`config.mk`:
```
export PLATFORM = sky130hd
export DESIGN_NAME = crc4_guard
export DESIGN_NICKNAME = d
export VERILOG_FILES = /design/src/rtl/crc4_pkg.sv /design/src/rtl/crc4_parallel.sv /design/src/rtl/crc4_serial.sv /design/src/rtl/crc4_guard.sv
export SDC_FILE = /design/constraint.sdc
export NUM_CORES = 1
export LEC_CHECK = 0
export CAP_MARGIN = 10
export CORE_AREA = 2 2 49 51
export DETAILED_ROUTE_END_ITERATION = 6
export DIE_AREA = 0 0 51 53
export PLACE_DENSITY = 0.82
export SLEW_MARGIN = 0
export SYNTH_ARGS = -nofsm -noshare
export SYNTH_HDL_FRONTEND = slang
export SYNTH_SLANG_ARGS = --single-unit
```
`constraint.sdc`:
```
create_clock -name vclk -period 1.7
set_input_delay 0.255 -clock vclk [all_inputs]
set_output_delay 0.255 -clock vclk [all_outputs]
set_load 0.01 [all_outputs]
```
`src/rtl/crc4_pkg.sv`:
```
package crc4_pkg;
    localparam int MSG_W  = 12;
    localparam int CRC_W  = 4;
    localparam int WORD_W = MSG_W + CRC_W;
    // Low terms of x^4 + x + 1; the x^4 term is the shifted-out bit.
    localparam logic [CRC_W-1:0] POLY_LOW = 4'b0011;

    typedef enum logic [1:0] {
        S_IDLE  = 2'd0,
        S_SHIFT = 2'd1,
        S_DONE  = 2'd2
    } ser_state_t;

    // One division step: feed a bit into the remainder register.
    function automatic logic [CRC_W-1:0] crc_step(input logic [CRC_W-1:0] rem, input logic b);
        logic fb;
        fb = rem[CRC_W-1] ^ b;
        return {rem[CRC_W-2:0], 1'b0} ^ ({CRC_W{fb}} & POLY_LOW);
    endfunction
endpackage

```
`src/rtl/crc4_parallel.sv`:
```
module crc4_parallel
    import crc4_pkg::*;
(
    input  logic [MSG_W-1:0]  msg_in,
    input  logic [WORD_W-1:0] word_in,
    output logic [WORD_W-1:0] tx_word,
    output logic [CRC_W-1:0]  crc_out,
    output logic              word_ok
);
    logic [CRC_W-1:0]  gen_rem;
    logic [CRC_W-1:0]  chk_rem;
    logic [WORD_W-1:0] restored;

    // Unrolled steps form a network of 2-input XORs.
    always_comb begin
        gen_rem = '0;
        for (int i = MSG_W - 1; i >= 0; i--) begin
            gen_rem = crc_step(gen_rem, msg_in[i]);
        end
    end

    assign restored = {word_in[WORD_W-1:CRC_W], ~word_in[CRC_W-1:0]};

    always_comb begin
        chk_rem = '0;
        for (int i = WORD_W - 1; i >= 0; i--) begin
            chk_rem = crc_step(chk_rem, restored[i]);
        end
    end

    assign crc_out = gen_rem;
    assign tx_word = {msg_in, ~gen_rem};
    assign word_ok = (chk_rem == '0);

    // A word this block generates must pass this block's checker.
    logic [CRC_W-1:0] loop_rem;
    always_comb begin
        loop_rem = '0;
        for (int i = WORD_W - 1; i >= 0; i--) begin
            loop_rem = crc_step(loop_rem, (i < CRC_W) ? ~tx_word[i] : tx_word[i]);
        end
        AST_OWN_WORD_PASSES: assert (loop_rem == '0);
    end
endmodule

```
`src/rtl/crc4_serial.sv`:
```
module crc4_serial
    import crc4_pkg::*;
(
    input  logic              clk,
    input  logic              rst_n,
    input  logic              start,
    input  logic              mode_chk,
    input  logic              in_valid,
    input  logic              in_bit,
    output logic [WORD_W-1:0] tx_word,
    output logic [CRC_W-1:0]  crc_out,
    output logic              word_ok,
    output logic              done
);
    localparam int CNT_W = $clog2(WORD_W + 1);
    localparam logic [CNT_W-1:0] GEN_LAST = CNT_W'(MSG_W - 1);
    localparam logic [CNT_W-1:0] CHK_LAST = CNT_W'(WORD_W - 1);
    localparam logic [CNT_W-1:0] CHK_FROM = CNT_W'(MSG_W);

    ser_state_t        state, nxt;
    logic [CRC_W-1:0]  rem_q;
    logic [CNT_W-1:0]  cnt_q;
    logic [WORD_W-1:0] data_q;
    logic              chk_q;
    logic              take;
    logic              last_bit;
    logic              fed_bit;

    assign take     = (state == S_SHIFT) && in_valid && !start;
    assign last_bit = (cnt_q == (chk_q ? CHK_LAST : GEN_LAST));
    // The check field arrives inverted: restore it before dividing.
    assign fed_bit  = (chk_q && (cnt_q >= CHK_FROM)) ? ~in_bit : in_bit;

    // State register
    always_ff @(posedge clk or negedge rst_n) begin
        if (!rst_n) state <= S_IDLE;
        else        state <= nxt;
    end

    // Next-state logic
    always_comb begin
        nxt = state;
        unique case (state)
            S_IDLE:  if (start) nxt = S_SHIFT;
            S_SHIFT: begin
                if (start)                 nxt = S_SHIFT;
                else if (take && last_bit) nxt = S_DONE;
            end
            S_DONE:  if (start) nxt = S_SHIFT;
            default: nxt = S_IDLE;
        endcase
    end

    // Datapath
    always_ff @(posedge clk or negedge rst_n) begin
        if (!rst_n) begin
            rem_q  <= '0;
            cnt_q  <= '0;
            data_q <= '0;
            chk_q  <= 1'b0;
        end else if (start) begin
            rem_q  <= '0;
            cnt_q  <= '0;
            data_q <= '0;
            chk_q  <= mode_chk;
        end else if (take) begin
            rem_q  <= crc_step(rem_q, fed_bit);
            cnt_q  <= cnt_q + 1'b1;
            data_q <= {data_q[WORD_W-2:0], in_bit};
        end
    end

    // Outputs
    always_comb begin
        done    = (state == S_DONE);
        crc_out = rem_q;
        word_ok = done && chk_q && (rem_q == '0);
        tx_word = chk_q ? data_q : {data_q[MSG_W-1:0], ~rem_q};
    end

    AST_START_CLEARS: assert property (@(posedge clk) disable iff (!rst_n)
        start |=> (rem_q == '0) && !done);
    AST_DONE_HOLDS: assert property (@(posedge clk) disable iff (!rst_n)
        (done && !start) |=> done && $stable(rem_q) && $stable(data_q));
    AST_DONE_AFTER_BIT: assert property (@(posedge clk) disable iff (!rst_n)
        $rose(done) |-> $past(in_valid) && !$past(start));
    AST_NO_OVERRUN: assert property (@(posedge clk) disable iff (!rst_n)
        cnt_q <= CNT_W'(WORD_W));
    AST_DONE_COUNT: assert property (@(posedge clk) disable iff (!rst_n)
        done |-> (cnt_q == (chk_q ? CNT_W'(WORD_W) : CNT_W'(MSG_W))));
endmodule

```
`src/rtl/crc4_guard.sv`:
```
module crc4_guard
    import crc4_pkg::*;
#(
    parameter bit SERIAL = 1'b0
) (
    input  logic              clk,
    input  logic              rst_n,
    input  logic              start,
    input  logic              mode_chk,
    input  logic              in_valid,
    input  logic              in_bit,
    input  logic [MSG_W-1:0]  msg_in,
    input  logic [WORD_W-1:0] word_in,
    output logic [WORD_W-1:0] tx_word,
    output logic [CRC_W-1:0]  crc_out,
    output logic              word_ok,
    output logic              done
);
    generate
        if (SERIAL) begin : g_serial
            logic unused_par;
            assign unused_par = ^{msg_in, word_in};
            crc4_serial u_ser (
                .clk      (clk),
                .rst_n    (rst_n),
                .start    (start),
                .mode_chk (mode_chk),
                .in_valid (in_valid),
                .in_bit   (in_bit),
                .tx_word  (tx_word),
                .crc_out  (crc_out),
                .word_ok  (word_ok),
                .done     (done)
            );
        end else begin : g_parallel
            logic unused_ser;
            assign unused_ser = ^{clk, rst_n, start, mode_chk, in_valid, in_bit};
            crc4_parallel u_par (
                .msg_in  (msg_in),
                .word_in (word_in),
                .tx_word (tx_word),
                .crc_out (crc_out),
                .word_ok (word_ok)
            );
            assign done = 1'b1;
        end
    endgenerate
endmodule

```
==> out/qor.csv, run 1 <==
stage,metric,value,unit
grt,grt_pass1_vias,670,
cells_and_area,post-route-util,0.620,
timing,slew_violations,0,
timing,rsz0062_at_grt,true,
grt,grt_overflow,0,
cells_and_area,seqCellArea,0,µm²
synth,synth_cells,65,
timing,fin_crit_sh,1.18,
floorplanning,core-area,2150,µm²
drt,drt-total-wl,1890,µm
critical_path,cp_slowest_cell,xnor3_1,
floorplanning,start_util,0.267,
place,dp_hpwl,1320,µm
worst_hold_path,hp-class,primary input to primary output,
place,dp_slack,-1100,ps
drt,first_iter_violations,1,
pwr,power.total,1.00,mW
pwr,irDropWorstVdd,0.468,mV
cells_and_area,layout_common_cells,"buf_4, clkdlybuf4s50_1, buf_2",
synth,ys_warn_count,0,
timing,finalWorstSetupSlack,-308,ps
timing,fin_crit,2010,ps
timing,fin_tns_setup,-308,ps
critical_path,cp-end-kind,primary output,
cells_and_area,final_common_cell,buf_4,
place,portBuffers,49,
place,place_congestion,0.737,
cells_and_area,seq_cells,0,
drt,ant_nets,0,
place,dp_cells,143,
critical_path,start_kind,primary input,
place,place_area,1110,µm²
drt,wl_per_cell,12.5,µm
grt,grt_max_degree,5,
drt,num_vias,621,
grt,grt_pass1_wl,2780,µm
critical_path,crit_type,primary input to primary output,
critical_path,max_stage_delay,380,ps
worst_hold_path,min-delay-start,msg_in[7],
cells_and_area,n_antenna_cell,0,
cells_and_area,drive_above_1_share,0.610,
critical_path,required,1440,ps
clocking,cts_hold_buf,0,
worst_hold_path,min_to,tx_word[11],
timing,setup_violations,1,
synth,syn_area,573,µm²
drt,drc_errors,0,
status,failed_checks,setup timing,
floorplanning,die_height,53,µm
floorplanning,rows,17,
floorplanning,io_pins,56,
synth,syn_nets,99,
pwr,power_density,754,nW/µm²
cells_and_area,design_area,1330,µm²
cells_and_area,instances_no_fill,151,
run,maxCapViolations,0,
critical_path,cp.arrival,1750,ps
cells_and_area,n_clock_buffer,0,
critical_path,crit_family,XOR/XNOR gates,
floorplanning,die_x,51,µm
grt,grt_usage,0.134,
synth,synth.distinct_cells,17,
critical_path,path_cells,clkdlybuf4s15_1 -> xnor2_2 -> xnor3_1 -> and2_4 -> a211o_1 -> a211oi_2 -> buf_2,
drt,via_per_inst,4.11,
timing,whs,1090,ps
floorplanning,dieArea,2700,µm²
cells_and_area,area_growth,133,%
pwr,leakagePower,0.677,nW
critical_path,cp_num_buf_inv,2,
worst_hold_path,hold_depth,2,
cells_and_area,nNetsFinal,159,
synth,avgSynthCellArea,8.82,µm²
synth,seq_area_frac_synth,0,
timing,hold_viol,0,
drt,dr.pass1.iters,3,
status,status,"complete, but fails checks",
grt,antenna_found_initial,0,
timing,max_freq,498,MHz
critical_path,path_max_fanout,3,
kinds of logic after synthesis:
kind of cell | after synthesis | synth area share
AOI/OAI and AO/OA | 4 | 0.0546
xor gates and xnor gates | 35 | 0.655
buffers and inverters | 17 | 0.196
muxes | 1 | 0.0175
other | 1 | 0.00654
and+or+nand+nor | 7 | 0.0699
report_power, final:
part           internal [mW]  total, mW  leakage, nW  switching, mW
clock                      0          0            0              0
combinational          0.578       1.00        0.677          0.427
sequential                 0          0            0              0
Yosys cell counts, drive strengths merged (2+ instances only):
master	n	share of area
nor2	2	0.013
xnor2	20	0.31
and2	2	0.026
buf	13	0.17
inv	4	0.026
o21ai	2	0.017
xor2	10	0.15
xnor3	5	0.20
layer usage:
| layer | track usage | vias up | share of wire | wire, µm |
|---|---|---|---|---|
| li1 | - | 303 | - | - |
| met1 | 0.121 | 281 | 0.31 | 578 |
| met2 | 0.316 | 37 | 0.63 | 1190 |
| met3 | 0.0169 | 0 | 0.068 | 129 |
| met4 | 0 | 0 | 0 | 0 |
| met5 | 0 | - | 0 | 0 |
worst max-delay path by stage:
stage	startpoint	end	slack (ps)	depth (start not counted)
final	word_in[5]	word_ok	-310	7
after global routing	word_in[5]	word_ok	-380	7
after CTS	word_in[13]	word_ok	-450	8
after detailed placement	word_in[11]	word_ok	-1100	8
after global placement	word_in[11]	word_ok	-1060	7
after floorplan	word_in[11]	word_ok	-90	5
timing repair:
| action | 4_1_cts | 5_1_grt |
|---|---|---|
| pin swaps | 29 | 24 |
| endpoints found under the hold margin | 0 | 0 |
| cloned | 0 | 0 |
| gates resized for setup | 119 | 36 |
| endpoints found under the setup margin | 9 | 9 |
| buffers inserted | 7 | 1 |
cell type report:
class | instances | area (µm²)
fill | 175 | 816
multi-input combinational | 48 | 691
timing repair buffer | 71 | 592
tap | 28 | 35.0
inverter | 4 | 15.0
Power figures use the tool's default switching activity.
==> run 2: changes to the inputs <==
--- a/config.mk
+++ b/config.mk
@@ -9,6 +9,7 @@
 export CORE_AREA = 2 2 49 51
 export DETAILED_ROUTE_END_ITERATION = 6
 export DIE_AREA = 0 0 51 53
+export GPL_ROUTABILITY_DRIVEN = 1
 export PLACE_DENSITY = 0.82
 export SLEW_MARGIN = 0
 export SYNTH_ARGS = -nofsm -noshare
==> results of run 2 <==
The final DEF is identical to that of run 1; final timing and power are the same.
==> run 3: changes to the inputs <==
==> constraint.sdc (replaced) <==
create_clock -name vclk -period 1.7
set_input_delay 0.255 -clock vclk [all_inputs]
set_output_delay 0.255 -clock vclk [all_outputs]
set_load 0.05 [all_outputs]
==> run 3 against run 2 <==
Final cell count grew 7.9%. Flip-flop and latch count is the same. Setup slack lost 160 ps. The flow still finishes with violations (setup timing). Critical path type unchanged.
==> out/qor.csv, run 3 (same netlist as run 1, synthesis figures left out) <==
stage,metric,value,unit
floorplanning,dieArea,2700,µm²
critical_path,cp-end-kind,primary output,
cells_and_area,area_growth,213,%
place,place_congestion,0.779,
critical_path,start_kind,primary input,
timing,rsz0062_at_grt,true,
status,status,"complete, but fails checks",
run,maxCapViolations,0,
floorplanning,core-area,2150,µm²
grt,grt_usage,0.182,
pwr,p_sw_frac,0.489,
pwr,power.total,2.22,mW
timing,fin_crit,2170,ps
floorplanning,io_pins,56,
timing,fin_crit_sh,1.28,
pwr,clkPwrFrac,0,
timing,finalWorstSetupSlack,-470,ps
cells_and_area,seqCellArea,0,µm²
cells_and_area,layout_common_cells,"buf_4, buf_12, buf_6",
critical_path,cp.arrival,1910,ps
drt,dr.pass1.iters,4,
cells_and_area,nNetsFinal,171,
drt,drt-total-wl,2360,µm
cells_and_area,drive_above_1_share,0.793,
drt,first_iter_violations,2,
grt,grt_pass1_wl,3640,µm
grt,grt_pass1_vias,812,
grt,antenna_found_initial,0,
critical_path,critPathLaunch,word_in[11],
timing,slew_violations,0,
critical_path,crit_end,word_ok,
cells_and_area,seq_cells,0,
timing,max_freq,461,MHz
floorplanning,die_height,53,µm
grt,grt_overflow,0,
critical_path,required,1440,ps
pwr,power_switching,1.09,mW
cells_and_area,design_area,1790,µm²
floorplanning,die_x,51,µm
drt,num_vias,681,
pwr,irDropWorstVdd,0.868,mV
critical_path,crit_type,primary input to primary output,
pwr,power_density,1240,nW/µm²
place,portBuffers,49,
place,dp_slack,-847,ps
place,place_area,1580,µm²
pwr,power.internal,1.14,mW
place,dp_hpwl,1630,µm
timing,setup_violations,8,
pwr,leakagePower,0.840,nW
drt,wl_per_cell,14.5,µm
critical_path,path_max_fanout,3,
floorplanning,start_util,0.267,
drt,via_per_inst,4.18,
cells_and_area,n_antenna_cell,0,
cells_and_area,n_clock_buffer,0,
drt,ant_nets,0,
floorplanning,rows,17,
status,failed_checks,setup timing,
pwr,seqPwrFrac,0,
grt,grt_max_degree,4,
worst_hold_path,hp-class,primary input to primary output,
pwr,pwr-share-comb,1.000,
cells_and_area,final_common_cell,buf_4,
drt,drc_errors,0,
timing,hold_viol,0,
## run 3: how the worst min path moves through the flow
stage | startpoint | to | slack [ps] | cells after the start
floorplan | msg_in[6] | tx_word[10] | 680 | 1
global placement | msg_in[7] | tx_word[11] | 1230 | 3
detailed placement | msg_in[7] | tx_word[11] | 1230 | 3
CTS | msg_in[10] | tx_word[14] | 830 | 3
global route | msg_in[10] | tx_word[14] | 840 | 3
finish | msg_in[10] | tx_word[14] | 830 | 3
## run 3: critical path, stage by stage
cell and delay, ps:
buf_6 90, xnor3_1 390, xnor3_1 280, and2_4 190, a211o_1 280, a211oi_4 250, buf_12 170
## run 3: final cells by class
class | count | area (µm²)
Fill cell | 106 | 357
Tap cell | 28 | 35.0
Inverter | 4 | 23.8
Timing Repair Buffer | 83 | 927
Multi-Input combinational cell | 48 | 806
## run 3: routing by layer
metal | up-vias | track usage | share of wire
li1 | 328 | - | -
met1 | 321 | 0.159 | 0.28
met3 | 0 | 0.0254 | 0.056
met5 | - | 0 | 0
met2 | 32 | 0.422 | 0.66
met4 | 0 | 0.0225 | 0
## run 3: power by group through the flow
stage               clock [mW]  combinational, mW  sequential (mW)
CTS                          0               2.20                0
floorplan                    0               1.05                0
global route                 0               2.30                0
finish                       0               2.22                0
detailed placement           0               1.94                0
global placement             0               1.91                0
## run 3: per-stage QoR
step / std cells / setup TNS (ps) / hold slack (ps) / util
floorplan: 65 / -1880 / 677 / -
global placement: 154 / -4760 / 1230 / 0.734
detailed placement: 154 / -5140 / 1230 / 0.734
CTS: 162 / -1320 / 827 / 0.814
global route: 163 / -1880 / 844 / 0.834
finish: 163 / -1370 / 826 / 0.834
## run 3: repair_timing
action / 4_1_cts / 5_1_grt
setup endpoints to repair: 9 / 9
pin swaps: 25 / 17
buffers inserted: 10 / 3
gates resized for setup: 89 / 25
hold buffers: 0 / 0
